File: src/rtl/rfcmd_pkg.sv
package rfcmd_pkg;
  localparam int CMD_W = 16;
  localparam int CNT_W = $clog2(CMD_W + 1);
  localparam int FIFO_START = 8;

  localparam logic [7:0]  PFX_CFG   = 8'h80;
  localparam logic [7:0]  PFX_PWR   = 8'h82;
  localparam logic [3:0]  PFX_FREQ  = 4'hA;
  localparam logic [7:0]  PFX_RDFF  = 8'hB0;
  localparam logic [7:0]  PFX_TX    = 8'hB8;
  localparam logic [2:0]  PFX_WAKE  = 3'b111;

  localparam logic [7:0]  RST_CFG   = 8'h08;
  localparam logic [7:0]  RST_PWR   = 8'h08;
  localparam logic [11:0] RST_FREQ  = 12'h680;
  localparam logic [7:0]  RST_TX    = 8'hAA;
  localparam logic [12:0] RST_WAKE  = 13'h0196;
endpackage

File: src/rtl/rfcmd_shifter.sv
module rfcmd_shifter
  import rfcmd_pkg::*;
(
  input  logic             clk,
  input  logic             rst_n,
  input  logic             sck,
  input  logic             sel_n,
  input  logic             din,
  output logic             bit_stb,
  output logic [CNT_W-1:0] bit_num,
  output logic [CMD_W-1:0] word_nxt,
  output logic             frame_stb,
  output logic [CMD_W-1:0] frame_word
);
  logic             sck_q;
  logic [CNT_W-1:0] cnt_q, cnt_d;
  logic [CMD_W-1:0] shf_q, shf_d;
  logic             stb_q, stb_d;

  always_comb begin
    bit_stb  = sck & ~sck_q & ~sel_n & (cnt_q < CNT_W'(CMD_W));
    bit_num  = cnt_q + 1'b1;
    word_nxt = {shf_q[CMD_W-2:0], din};
    cnt_d    = cnt_q;
    shf_d    = shf_q;
    stb_d    = 1'b0;
    if (sel_n) begin
      cnt_d = '0;
      shf_d = '0;
    end else if (bit_stb) begin
      cnt_d = bit_num;
      shf_d = word_nxt;
      stb_d = (cnt_q == CNT_W'(CMD_W - 1));
    end
  end

  always_ff @(posedge clk or negedge rst_n) begin
    if (!rst_n) begin
      sck_q <= 1'b0;
      cnt_q <= '0;
      shf_q <= '0;
      stb_q <= 1'b0;
    end else begin
      sck_q <= sck;
      cnt_q <= cnt_d;
      shf_q <= shf_d;
      stb_q <= stb_d;
    end
  end

  assign frame_stb  = stb_q;
  assign frame_word = shf_q;


  cnt_range_chk: assert property (@(posedge clk) disable iff (!rst_n)
    cnt_q <= CNT_W'(CMD_W));


  frame_full_chk: assert property (@(posedge clk) disable iff (!rst_n)
    stb_q |-> (cnt_q == CNT_W'(CMD_W)) || $past(sel_n));
endmodule

File: src/rtl/rfcmd_readback.sv
module rfcmd_readback
  import rfcmd_pkg::*;
(
  input  logic             clk,
  input  logic             rst_n,
  input  logic             sel_n,
  input  logic             bit_stb,
  input  logic [CNT_W-1:0] bit_num,
  input  logic [CMD_W-1:0] word_nxt,
  input  logic [CMD_W-1:0] status_word,
  input  logic [7:0]       rx_byte,
  output logic             dout
);
  logic [CMD_W-1:0] out_q, out_d;

  always_comb begin
    out_d = out_q;
    if (sel_n) begin
      out_d = '0;
    end else if (bit_stb) begin
      if (bit_num == CNT_W'(1) && !word_nxt[0])
        out_d = status_word;
      else if (bit_num == CNT_W'(FIFO_START) && word_nxt[7:0] == PFX_RDFF)
        out_d = {rx_byte, {(CMD_W-8){1'b0}}};
      else
        out_d = {out_q[CMD_W-2:0], 1'b0};
    end
  end

  always_ff @(posedge clk or negedge rst_n) begin
    if (!rst_n) out_q <= '0;
    else        out_q <= out_d;
  end

  assign dout = out_q[CMD_W-1];


  idle_dout_chk: assert property (@(posedge clk) disable iff (!rst_n)
    sel_n |=> !dout);
endmodule

File: src/rtl/rfcmd_regfile.sv
module rfcmd_regfile
  import rfcmd_pkg::*;
(
  input  logic             clk,
  input  logic             rst_n,
  input  logic             frame_stb,
  input  logic [CMD_W-1:0] frame_word,
  output logic [7:0]       cfg,
  output logic [7:0]       pwr,
  output logic [11:0]      freq,
  output logic [7:0]       txd,
  output logic [12:0]      wake
);
  logic [7:0]  cfg_q, cfg_d, pwr_q, pwr_d, txd_q, txd_d;
  logic [11:0] freq_q, freq_d;
  logic [12:0] wake_q, wake_d;
  logic [CMD_W-1:0] w;

  // longest prefixes are tested first
  always_comb begin
    w      = frame_word;
    cfg_d  = cfg_q;
    pwr_d  = pwr_q;
    freq_d = freq_q;
    txd_d  = txd_q;
    wake_d = wake_q;
    if (frame_stb) begin
      if (!w[CMD_W-1]) begin
        // status read, nothing stored
      end else if (w[15:8] == PFX_RDFF) begin
        // data read, nothing stored
      end else if (w[15:8] == PFX_TX)   txd_d  = w[7:0];
      else if (w[15:8] == PFX_CFG)      cfg_d  = w[7:0];
      else if (w[15:8] == PFX_PWR)      pwr_d  = w[7:0];
      else if (w[15:12] == PFX_FREQ)    freq_d = w[11:0];
      else if (w[15:13] == PFX_WAKE)    wake_d = w[12:0];
    end
  end

  always_ff @(posedge clk or negedge rst_n) begin
    if (!rst_n) begin
      cfg_q  <= RST_CFG;
      pwr_q  <= RST_PWR;
      freq_q <= RST_FREQ;
      txd_q  <= RST_TX;
      wake_q <= RST_WAKE;
    end else begin
      cfg_q  <= cfg_d;
      pwr_q  <= pwr_d;
      freq_q <= freq_d;
      txd_q  <= txd_d;
      wake_q <= wake_d;
    end
  end

  assign cfg  = cfg_q;
  assign pwr  = pwr_q;
  assign freq = freq_q;
  assign txd  = txd_q;
  assign wake = wake_q;


  hold_no_frame_chk: assert property (@(posedge clk) disable iff (!rst_n)
    !frame_stb |=> $stable({cfg_q, pwr_q, freq_q, txd_q, wake_q}));


  status_nowrite_chk: assert property (@(posedge clk) disable iff (!rst_n)
    (frame_stb && !frame_word[CMD_W-1]) |=> $stable({cfg_q, pwr_q, freq_q, txd_q, wake_q}));
endmodule

File: src/rtl/rfcmd_port.sv
module rfcmd_port
  import rfcmd_pkg::*;
(
  input  logic        clk,
  input  logic        rst_n,
  input  logic        ser_clk,
  input  logic        ser_sel_n,
  input  logic        ser_din,
  output logic        ser_dout,
  input  logic [15:0] status_word,
  input  logic [7:0]  rx_byte,
  output logic        tx_reg_en,
  output logic        rx_fifo_en,
  output logic [1:0]  band_code,
  output logic [3:0]  xtal_load,
  output logic [7:0]  pwr_en,
  output logic [11:0] freq_word,
  output logic [7:0]  tx_data,
  output logic [4:0]  wake_exp,
  output logic [7:0]  wake_mant
);
  logic [1:0]       rst_sync_q;
  logic             rst_s_n;
  logic             bit_stb, frame_stb;
  logic [CNT_W-1:0] bit_num;
  logic [CMD_W-1:0] word_nxt, frame_word;
  logic [7:0]       cfg;
  logic [12:0]      wake;

  always_ff @(posedge clk or negedge rst_n) begin
    if (!rst_n) rst_sync_q <= 2'b00;
    else        rst_sync_q <= {rst_sync_q[0], 1'b1};
  end
  assign rst_s_n = rst_sync_q[1];

  rfcmd_shifter u_shf (
    .clk(clk), .rst_n(rst_s_n), .sck(ser_clk), .sel_n(ser_sel_n),
    .din(ser_din), .bit_stb(bit_stb), .bit_num(bit_num),
    .word_nxt(word_nxt), .frame_stb(frame_stb), .frame_word(frame_word)
  );

  rfcmd_readback u_rdb (
    .clk(clk), .rst_n(rst_s_n), .sel_n(ser_sel_n), .bit_stb(bit_stb),
    .bit_num(bit_num), .word_nxt(word_nxt), .status_word(status_word),
    .rx_byte(rx_byte), .dout(ser_dout)
  );

  rfcmd_regfile u_reg (
    .clk(clk), .rst_n(rst_s_n), .frame_stb(frame_stb),
    .frame_word(frame_word), .cfg(cfg), .pwr(pwr_en), .freq(freq_word),
    .txd(tx_data), .wake(wake)
  );

  assign tx_reg_en  = cfg[7];
  assign rx_fifo_en = cfg[6];
  assign band_code  = cfg[5:4];
  assign xtal_load  = cfg[3:0];
  assign wake_exp   = wake[12:8];
  assign wake_mant  = wake[7:0];
endmodule

File: config.mk
export PLATFORM = sky130hd
export DESIGN_NAME = rfcmd_port
export DESIGN_NICKNAME = d
export VERILOG_FILES = /design/src/rtl/rfcmd_pkg.sv /design/src/rtl/rfcmd_shifter.sv /design/src/rtl/rfcmd_readback.sv /design/src/rtl/rfcmd_regfile.sv /design/src/rtl/rfcmd_port.sv
export SDC_FILE = /design/constraint.sdc
export NUM_CORES = 1
export LEC_CHECK = 0
export ABC_AREA = 1
export BUFFER_PORTS_ARGS = -buffer_cell sky130_fd_sc_hd__buf_2
export CAP_MARGIN = 25
export CORE_ASPECT_RATIO = 0.6
export CORE_MARGIN = 4
export CORE_UTILIZATION = 60
export CTS_CLUSTER_DIAMETER = 100
export DETAILED_ROUTE_END_ITERATION = 8
export HOLD_SLACK_MARGIN = 0.15
export PLACE_DENSITY_LB_ADDON = 0.05
export SLEW_MARGIN = 30
export SYNTH_ARGS = -nofsm -noshare
export SYNTH_HDL_FRONTEND = slang
export SYNTH_HIERARCHICAL = 1
export SYNTH_SLANG_ARGS = --single-unit
File: constraint.sdc
create_clock -name clk -period 4.3 [get_ports clk]
set_input_delay 1.29 -clock clk [delete_from_list [all_inputs] [get_ports clk]]
set_output_delay 1.29 -clock clk [all_outputs]
set_load 0.05 [all_outputs]
==> results.py, run 1 <==
metrics = {
    "timing": {
        "fin_crit_sh_pct": 62.0,
        "tightestPinTransition_ns": 0.853,
        "worst_clock_skew_ns": 0.00597,
        "clock.fmax_mhz": 375,
        "setup_viol": 0,
        "setup_slack_ns": 1.63,
        "slew_viol_final": 0,
        "period_needed_ns": 2.67,
        "relSlewSlack_pct": 42.9,
        "totalNegativeSetupSlack_ns": 0,
        "rsz0062_at_grt": "no",
        "hold_violations": 0,
        "hold_slack_ns": 0.329,
    },
    "power_and_ir_drop": {
        "peakVddDrop_mv": 0.328,
        "powerDensity_nw_per_um2": 348,
        "leakage_nw": 2.73,
    },
    "grt": {
        "overflow": 0,
        "track_usage_pct": 23.0,
        "antenna_found_initial": 0,
        "grt_pass1_wl_mm": 15.8,
        "grt_pass1_vias": 3315,
        "grt_max_degree": 47,
    },
    "place": {
        "dp_hpwl_mm": 6.60,
        "pre_cts_slack_ns": 1.34,
        "gp_congestion": 0.816,
        "io_buffers": 78,
        "placed_area_sq_um": 4660,
    },
    "final_layout": {
        "num_antenna_cells": 0,
        "fillerInstances": 542,
        "utilization_pct": 72.3,
        "final_nets": 608,
        "drive_above_1_share_pct": 26.6,
        "syn2layout_area_growth_pct": 13.8,
        "final_cell_area_sq_um": 4950,
    },
    "synthesis": {
        "syn_area_sq_um": 4350,
        "syn_nets": 543,
        "postSynthAreaPerCell_sq_um": 8.50,
        "postSynthCellCount": 512,
        "yosys_warnings": 6,
    },
    "clocking": {
        "cts_buffers": 9,
        "tritoncts": "built",
        "clkTransAtPathRegs_ns": 0.06,
        "hold_buffers": 0,
        "cts_resized": 0,
        "clock_latency_ns": 0.34,
        "post-cts-setup-buffers": 0,
        "h-tree-depth": 3,
        "root_buffer": "clkbuf_16",
        "numClockSinks": 90,
        "clockBufferDepth": 2,
    },
    "route": {
        "wire_per_inst_um": 14.2,
        "drt-vias-per-instance": 5.33,
        "detail_route.iter0.violations": 281,
        "drc": 0,
        "antenna_violating_nets_post_route": 0,
        "dr.pass1.iters": 5,
        "num_vias": 3565,
        "drt_wl_total_mm": 9.47,
    },
    "floorplan": {
        "die_x_um": 118,
        "die_area_sq_um": 8730,
        "coreArea_sq_um": 6850,
        "rows": 23,
        "ios": 79,
        "dieHeight_um": 74.0,
        "initial_utilization_pct": 63.6,
    },
    "setup_path": {
        "worstPathRequired_ns": 4.57,
        "critPathLaunchType": "primary input",
        "crit_path_end_kind": "flop",
        "path_max_fanout": 22,
        "crit_arrival_ns": 2.94,
        "critical_path_class": "in -> reg",
    },
    "min_path": {
        "hold_class": "reg -> async",
    },
    "run": {
        "maxCapViolCount": 0,
    },
    "run_status": {
        "status": "completed",
    },
}
## cell type report
| cell class | instances | area [sq um] | area share [%] |
|---|---|---|---|
| sequential | 90 | 2270 | 45.9 |
| multi-input combinational | 363 | 1750 | 35.3 |
| timing repair buffer | 79 | 398 | 8.03 |
| clock buffer | 11 | 243 | 4.90 |
| inverter | 34 | 128 | 2.58 |
| tap | 87 | 109 | 2.20 |
| clock inverter | 5 | 53.8 | 1.09 |
## placed cells by master (no fill, tap or decap), drive strengths merged
cell    instances
xor2            1
buf            79
nor3            1
inv            34
nand3          51
nor2           60
clkinv          4
or2             1
nand4          10
dfrtp          76
o22ai           1
dfstp          14
conb            1
and2            1
ha              2
nand2         200
clkbuf         11
o21ai          33
nand3b          1
bufinv          1
## through the flow
step                      total power, W  instances
after floorplan                 0.000950        512
final                            0.00173        669
after CTS                        0.00174        669
after global routing             0.00179        669
after detailed placement        0.000971        653
after global placement          0.000968        653
## final timing paths
check                                      startpoint                         end  slack [ns]  cells after the start
max reg2reg                u_shf/cnt_q[0]$_DFFE_PN0P_  u_rdb/out_q[8]$_DFFE_PN0P_        1.97                     13
min in group clk              rst_sync_q[0]$_DFF_PN0_     rst_sync_q[1]$_DFF_PN0_        0.35                      0
min reg2reg                   rst_sync_q[1]$_DFF_PN0_   u_reg/freq[6]$_DFFE_PN0P_        0.33                      0
max in group asynchronous     rst_sync_q[1]$_DFF_PN0_    u_reg/cfg[3]$_DFFE_PN1P_        3.01                      1
min                           rst_sync_q[1]$_DFF_PN0_   u_reg/freq[6]$_DFFE_PN0P_        0.33                      0
max                                         ser_sel_n  u_rdb/out_q[8]$_DFFE_PN0P_        1.63                     10
## critical path, cell delays in order
cell	delay [ns]
buf_2	0.14
inv_2	0.29
nand2_2	0.12
nor2_4	0.41
inv_1	0.09
nor2_1	0.16
inv_2	0.16
nor2_1	0.14
nand2_1	0.07
nand2_1	0.05
## power by group
group          internal [W]  switching, W
registers          0.000856     0.0000138
logic             0.0000283     0.0000588
clock network      0.000464      0.000306
total               0.00135      0.000379
## registers in the layout, indices dropped and copies added, names as in the netlist
name and cells:
u_reg/pwr 8, u_reg/freq 12, u_shf/cnt_q 5, u_rdb/out_q 16, u_shf/sck_q 1, rst_sync_q 2, u_reg/cfg 8, u_reg/txd 8
u_shf/frame_word 16, u_reg/wake 13, u_shf/frame_stb 1
## routing by layer
metal	share of wire [%]	track usage, %	vias up
met5	0	0	-
met4	0.80	7.66	0
met3	6.9	7.07	7
met2	44	34.7	130
met1	48	32.4	1685
li1	-	-	1743
No activity file was read; power rests on OpenSTA's default activity.
==> run 2, diff against run 1 <==
- CORE_UTILIZATION: 60 -> 56
- clock period: 4.3 -> 2.8 ns (I/O delays scaled with it)
==> results.py, run 2 (synthesis gave the netlist of run 1 again) <==
metrics = {
    "timing": {
        "rsz0062_at_grt": "no",
        "slew_viol_final": 0,
        "worst_clock_skew_ns": 0.00746,
        "totalNegativeSetupSlack_ns": 0,
        "period_needed_ns": 2.17,
        "tightestPinTransition_ns": 0.667,
        "setup_slack_ns": 0.634,
        "hold_violations": 0,
        "setup_viol": 0,
        "relSlewSlack_pct": 55.5,
        "clock.fmax_mhz": 462,
        "fin_crit_sh_pct": 77.3,
    },
    "route": {
        "drc": 0,
        "wire_per_inst_um": 13.9,
        "dr.pass1.iters": 5,
        "antenna_violating_nets_post_route": 0,
        "drt_wl_total_mm": 9.59,
        "detail_route.iter0.violations": 299,
        "num_vias": 3507,
        "drt-vias-per-instance": 5.09,
    },
    "grt": {
        "grt_pass1_wl_mm": 15.9,
        "grt_max_degree": 46,
        "track_usage_pct": 21.6,
        "antenna_found_initial": 0,
        "overflow": 0,
        "grt_pass1_vias": 3229,
    },
    "setup_path": {
        "critical_path_class": "reg -> reg",
        "rrSetupSlack_ns": 0.63,
        "crit_path_end_kind": "flop",
        "path_max_fanout": 30,
        "startpoint": "u_shf/cnt_q[0]$_DFFE_PN0P_",
        "r2r-end": "u_rdb/out_q[10]$_DFFE_PN0P_",
        "r2r_start": "u_shf/cnt_q[0]$_DFFE_PN0P_",
        "critPathLaunchType": "flop",
        "worstPathRequired_ns": 3.03,
        "crit_arrival_ns": 2.40,
        "worst-r2r-cell-count": 13,
    },
    "run_status": {
        "status": "completed",
    },
    "power_and_ir_drop": {
        "switching_share_pct": 22.0,
        "clock_power_share_pct": 45.4,
        "leakage_nw": 2.75,
        "powerDensity_nw_per_um2": 537,
        "p_seq_share_pct": 49.6,
        "peakVddDrop_mv": 0.358,
        "p_comb_share_pct": 5.0,
        "p_int_w": 0.00210,
        "p_switching_w": 0.000592,
    },
    "clocking": {
        "clock_latency_ns": 0.34,
        "tritoncts": "built",
        "cts_resized": 0,
        "post-cts-setup-buffers": 0,
        "clkTransAtPathRegs_ns": 0.06,
        "cts_buffers": 9,
        "clockBufferDepth": 2,
        "root_buffer": "clkbuf_16",
        "h-tree-depth": 3,
        "numClockSinks": 90,
        "hold_buffers": 0,
    },
    "final_layout": {
        "mostFrequentLayoutCells": "nand2_1 (190), buf_2 (78), dfrtp_1 (75)",
        "fillerInstances": 642,
        "num_antenna_cells": 0,
        "syn2layout_area_growth_pct": 15.1,
        "drive_above_1_share_pct": 27.0,
        "layout_commonest_cell": "nand2_1",
        "final_nets": 611,
    },
    "floorplan": {
        "die_area_sq_um": 9300,
        "ios": 79,
        "dieHeight_um": 76.3,
        "die_x_um": 122,
        "initial_utilization_pct": 58.7,
        "rows": 24,
        "coreArea_sq_um": 7420,
    },
    "place": {
        "io_buffers": 78,
        "pre_cts_slack_ns": 0.346,
        "dp_hpwl_mm": 6.90,
        "gp_congestion": 0.894,
    },
    "min_path": {
        "hold_class": "in -> async",
    },
    "run": {
        "maxCapViolCount": 0,
    },
}
[run 2: changes by cell type in the layout (fill, tap and decap cells not counted)]
cell	previous run	this run
buf_4	1	4
clkbuf_8	1	2
clkinv_2	3	1
clkinvlp_4	0	1
[run 2: power groups by stage]
stage / sequential [W] / clock (W) / combinational (W)
after global routing: 0.00134 / 0.00131 / 0.000154
after CTS: 0.00134 / 0.00124 / 0.000135
after floorplan: 0.00136 / 0 / 0.0000967
after detailed placement: 0.00136 / 0 / 0.000134
after global placement: 0.00136 / 0 / 0.000132
final: 0.00134 / 0.00122 / 0.000135
[run 2: worst max-delay path: stages, from the launching register on]
cell     delay, ns
dfrtp_1       0.43
ha_1          0.24
nand2_1       0.07
nor2_1        0.04
ha_1          0.28
inv_1         0.05
nor2_2        0.11
nand2_4       0.08
nor2_1        0.17
inv_2         0.22
nor2_1        0.15
nor2_1        0.05
nand2_1       0.10
nand2_1       0.06
[run 2: per-layer routing]
layer / wire [um] / track usage [%] / vias to the layer above / part of all wire [%]
met5: 0 / 0 / - / 0
met4: 107 / 5.70 / 0 / 1.1
met3: 578 / 5.34 / 11 / 6.0
met2: 4080 / 30.9 / 99 / 43
met1: 4830 / 32.6 / 1648 / 50
li1: - / - / 1749 / -
[run 2: worst max path at each step]
stage,end,slack [ns],cells after the start
5_1_grt,u_rdb/out_q[2]$_DFFE_PN0P_,0.42,13
6_report,u_rdb/out_q[10]$_DFFE_PN0P_,0.63,13
4_1_cts,u_rdb/out_q[10]$_DFFE_PN0P_,0.64,13
3_5_place_dp,u_rdb/out_q[4]$_DFFE_PN0P_,0.35,7
2_1_floorplan,u_rdb/out_q[0]$_DFFE_PN0P_,0.13,0
3_3_place_gp,u_rdb/out_q[1]$_DFFE_PN0P_,0.47,7
[run 2: layout make-up]
class / instances / area (sq um) / area share [%]
flip-flops and latches: 90 / 2270 / 45.4
well taps: 104 / 130 / 2.60
clock buffers: 12 / 256 / 5.12
repair buffers: 82 / 420 / 8.39
inverters: 34 / 128 / 2.55
multi-input cells: 363 / 1750 / 34.9
clock inverters: 4 / 51.3 / 1.02
[run 2: through the flow]
step | utilization (%) | area [sq um] | instances | power, W | hold slack (ns)
5_1_grt | 67.5 | 5010 | 689 | 0.00280 | 0.269
2_1_floorplan | - | 4350 | 512 | 0.00146 | 0.331
3_3_place_gp | 63.4 | 4700 | 673 | 0.00149 | 0.336
3_5_place_dp | 63.4 | 4700 | 673 | 0.00149 | 0.345
4_1_cts | 67.5 | 5010 | 689 | 0.00272 | 0.268
6_report | 67.5 | 5010 | 689 | 0.00269 | 0.278
==> run 3, diff against run 2 <==
- CORE_UTILIZATION: 56 -> 50
- clock period: 2.8 -> 1.9 ns (I/O delays scaled with it)
==> results.py, run 3 (synthesis gave the netlist of run 1 again) <==
metrics = {
    "run_status": {
        "status": "finished, violations left",
        "violations": "negative setup slack",
    },
    "timing": {
        "slew_viol_final": 0,
        "clock.fmax_mhz": 512,
        "setup_slack_ns": -0.0524,
        "setup_viol": 15,
        "rsz0062_at_grt": "yes",
        "hold_slack_ns": 0.266,
        "hold_violations": 0,
        "period_needed_ns": 1.95,
        "fin_crit_sh_pct": 103,
        "tightestPinTransition_ns": 0.671,
        "worst_clock_skew_ns": 0.00480,
        "totalNegativeSetupSlack_ns": -0.491,
        "relSlewSlack_pct": 55.2,
    },
    "setup_path": {
        "path_cells": "ha_2 > nand2_1 > nor2_1 > ha_1 > inv_2 > nor2_4 > nand2_4 > buf_6 > nor2_8 > nand2_8 > nand2_2 > nand3_1 > nand2_1 > nand2_1",
        "crit_path_max_incr_delay_ns": 0.39,
        "crit_path_end_kind": "flop",
        "path_max_fanout": 8,
        "cp_num_buf_inv": 2,
        "crit_arrival_ns": 2.19,
        "cp_common_cell": "nand2_1",
        "rrSetupSlack_ns": -0.05,
        "worstPathRequired_ns": 2.14,
        "worst-r2r-cell-count": 14,
        "r2r_start": "u_shf/cnt_q[1]$_DFFE_PN0P_",
        "critPathLaunchType": "flop",
        "r2r-end": "u_rdb/out_q[10]$_DFFE_PN0P_",
        "crit_family": "simple AND/OR/NAND/NOR gates",
        "slowest_stage": "dfrtp_1",
        "critical_path_class": "reg -> reg",
    },
    "final_layout": {
        "final_nets": 626,
        "utilization_pct": 61.5,
        "syn2layout_area_growth_pct": 19.9,
        "num_antenna_cells": 0,
        "drive_above_1_share_pct": 32.0,
        "multiInputGateArea_sq_um": 1850,
        "regArea_sq_um": 2270,
        "mostFrequentLayoutCells": "nand2_1 (179), buf_2 (78), dfrtp_1 (75)",
        "fillerInstances": 757,
        "layout_commonest_cell": "nand2_1",
        "instances_no_fill": 712,
    },
    "floorplan": {
        "die_x_um": 128,
        "ios": 79,
        "coreArea_sq_um": 8490,
        "rows": 26,
        "initial_utilization_pct": 51.3,
        "dieHeight_um": 80.3,
        "die_area_sq_um": 10300,
    },
    "grt": {
        "grt_pass1_vias": 3256,
        "grt_max_degree": 33,
        "overflow": 0,
        "antenna_found_initial": 0,
        "track_usage_pct": 20.5,
        "grt_pass1_wl_mm": 16.7,
    },
    "power_and_ir_drop": {
        "clock_power_share_pct": 42.9,
        "switching_share_pct": 24.4,
        "p_int_w": 0.00292,
        "leakage_nw": 2.82,
        "peakVddDrop_mv": 0.518,
        "p_seq_share_pct": 50.7,
        "p_switching_w": 0.000944,
        "powerDensity_nw_per_um2": 740,
        "p_comb_share_pct": 6.4,
    },
    "route": {
        "dr.pass1.iters": 5,
        "drt_wl_total_mm": 9.77,
        "drc": 0,
        "num_vias": 3504,
        "wire_per_inst_um": 13.7,
        "drt-vias-per-instance": 4.92,
        "detail_route.iter0.violations": 327,
        "antenna_violating_nets_post_route": 0,
    },
    "place": {
        "gp_congestion": 0.830,
        "io_buffers": 78,
        "dp_hpwl_mm": 6.86,
        "pre_cts_slack_ns": -0.0966,
        "dp.cells": 691,
    },
    "clocking": {
        "cts_buffers": 9,
        "clockBufferDepth": 2,
        "numClockSinks": 90,
        "root_buffer": "clkbuf_16",
        "tritoncts": "built",
        "clock_latency_ns": 0.34,
        "h-tree-depth": 3,
        "clkTransAtPathRegs_ns": 0.07,
    },
    "run": {
        "maxCapViolCount": 0,
    },
    "min_path": {
        "hold_class": "reg -> async",
    },
}
==> run 3: cell count changes in the layout (fill, tap and decap cells not counted), moves of 5 or more <==
cell | previous run | this run
nand2_2 | 4 | 13
nand3_2 | 2 | 7
buf_4 | 4 | 14
nand2_1 | 190 | 179
nand3_1 | 49 | 44
==> run 3: worst max path at each step <==
stage | from | to | slack [ns] | cells after the start
2_1_floorplan | u_shf/cnt_q[0]$_DFFE_PN0P_ | u_rdb/out_q[14]$_DFFE_PN0P_ | 0.01 | 14
3_5_place_dp | u_shf/cnt_q[0]$_DFFE_PN0P_ | u_rdb/out_q[12]$_DFFE_PN0P_ | -0.1 | 14
6_report | u_shf/cnt_q[1]$_DFFE_PN0P_ | u_rdb/out_q[10]$_DFFE_PN0P_ | -0.05 | 14
4_1_cts | u_shf/cnt_q[1]$_DFFE_PN0P_ | u_rdb/out_q[12]$_DFFE_PN0P_ | -0.08 | 14
3_3_place_gp | u_shf/cnt_q[0]$_DFFE_PN0P_ | u_rdb/out_q[12]$_DFFE_PN0P_ | -0.07 | 14
5_1_grt | u_shf/cnt_q[0]$_DFFE_PN0P_ | u_rdb/out_q[13]$_DFFE_PN0P_ | -0.19 | 14
==> run 3: worst reg2reg max path, cell delays in order, from the launching register on <==
cell and delay (ns):
dfrtp_1 0.39, ha_2 0.19, nand2_1 0.06, nor2_1 0.04, ha_1 0.30, inv_2 0.05
nor2_4 0.09, nand2_4 0.07, buf_6 0.12, nor2_8 0.15, nand2_8 0.11, nand2_2 0.08
nand3_1 0.08, nand2_1 0.07, nand2_1 0.04
==> run 3: cell type report <==
type | count | area share, %
clock buffers | 9 | 4.31
clock inverters | 7 | 1.05
inverters | 34 | 2.54
multi-input cells | 364 | 35.4
flip-flops and latches | 90 | 43.5
well taps | 112 | 2.68
repair buffers | 96 | 10.5
==> run 3: metrics by stage <==
step | area, sq um | power [W]
2_1_floorplan | 4360 | 0.00215
3_3_place_gp | 4800 | 0.00222
3_5_place_dp | 4800 | 0.00222
4_1_cts | 5150 | 0.00390
5_1_grt | 5220 | 0.00403
6_report | 5220 | 0.00387
==> run 3: routing by layer <==
metal | vias to the layer above | track usage (%) | wire length, um
li1 | 1783 | - | -
met1 | 1617 | 32.0 | 5130
met2 | 95 | 28.4 | 3930
met3 | 9 | 5.18 | 635
met4 | 0 | 4.56 | 76
met5 | - | 0 | 0
==> run 3: repair_timing <==
item | CTS | global route
cloned | 1 | 0
hold endpoints to repair | 2 | 0
buffers inserted | 1 | 2
gates resized for setup | 10 | 17
pin swaps | 12 | 13
setup endpoints to repair | 15 | 15
hold buffers | 1 | 0
==> run 3: power by group through the flow <==
stage          clock (W)  combinational (W)  sequential [W]
2_1_floorplan          0           0.000144         0.00201
3_3_place_gp           0           0.000222         0.00199
3_5_place_dp           0           0.000227         0.00200
4_1_cts          0.00170           0.000236         0.00196
5_1_grt          0.00179           0.000279         0.00197
6_report         0.00166           0.000247         0.00196
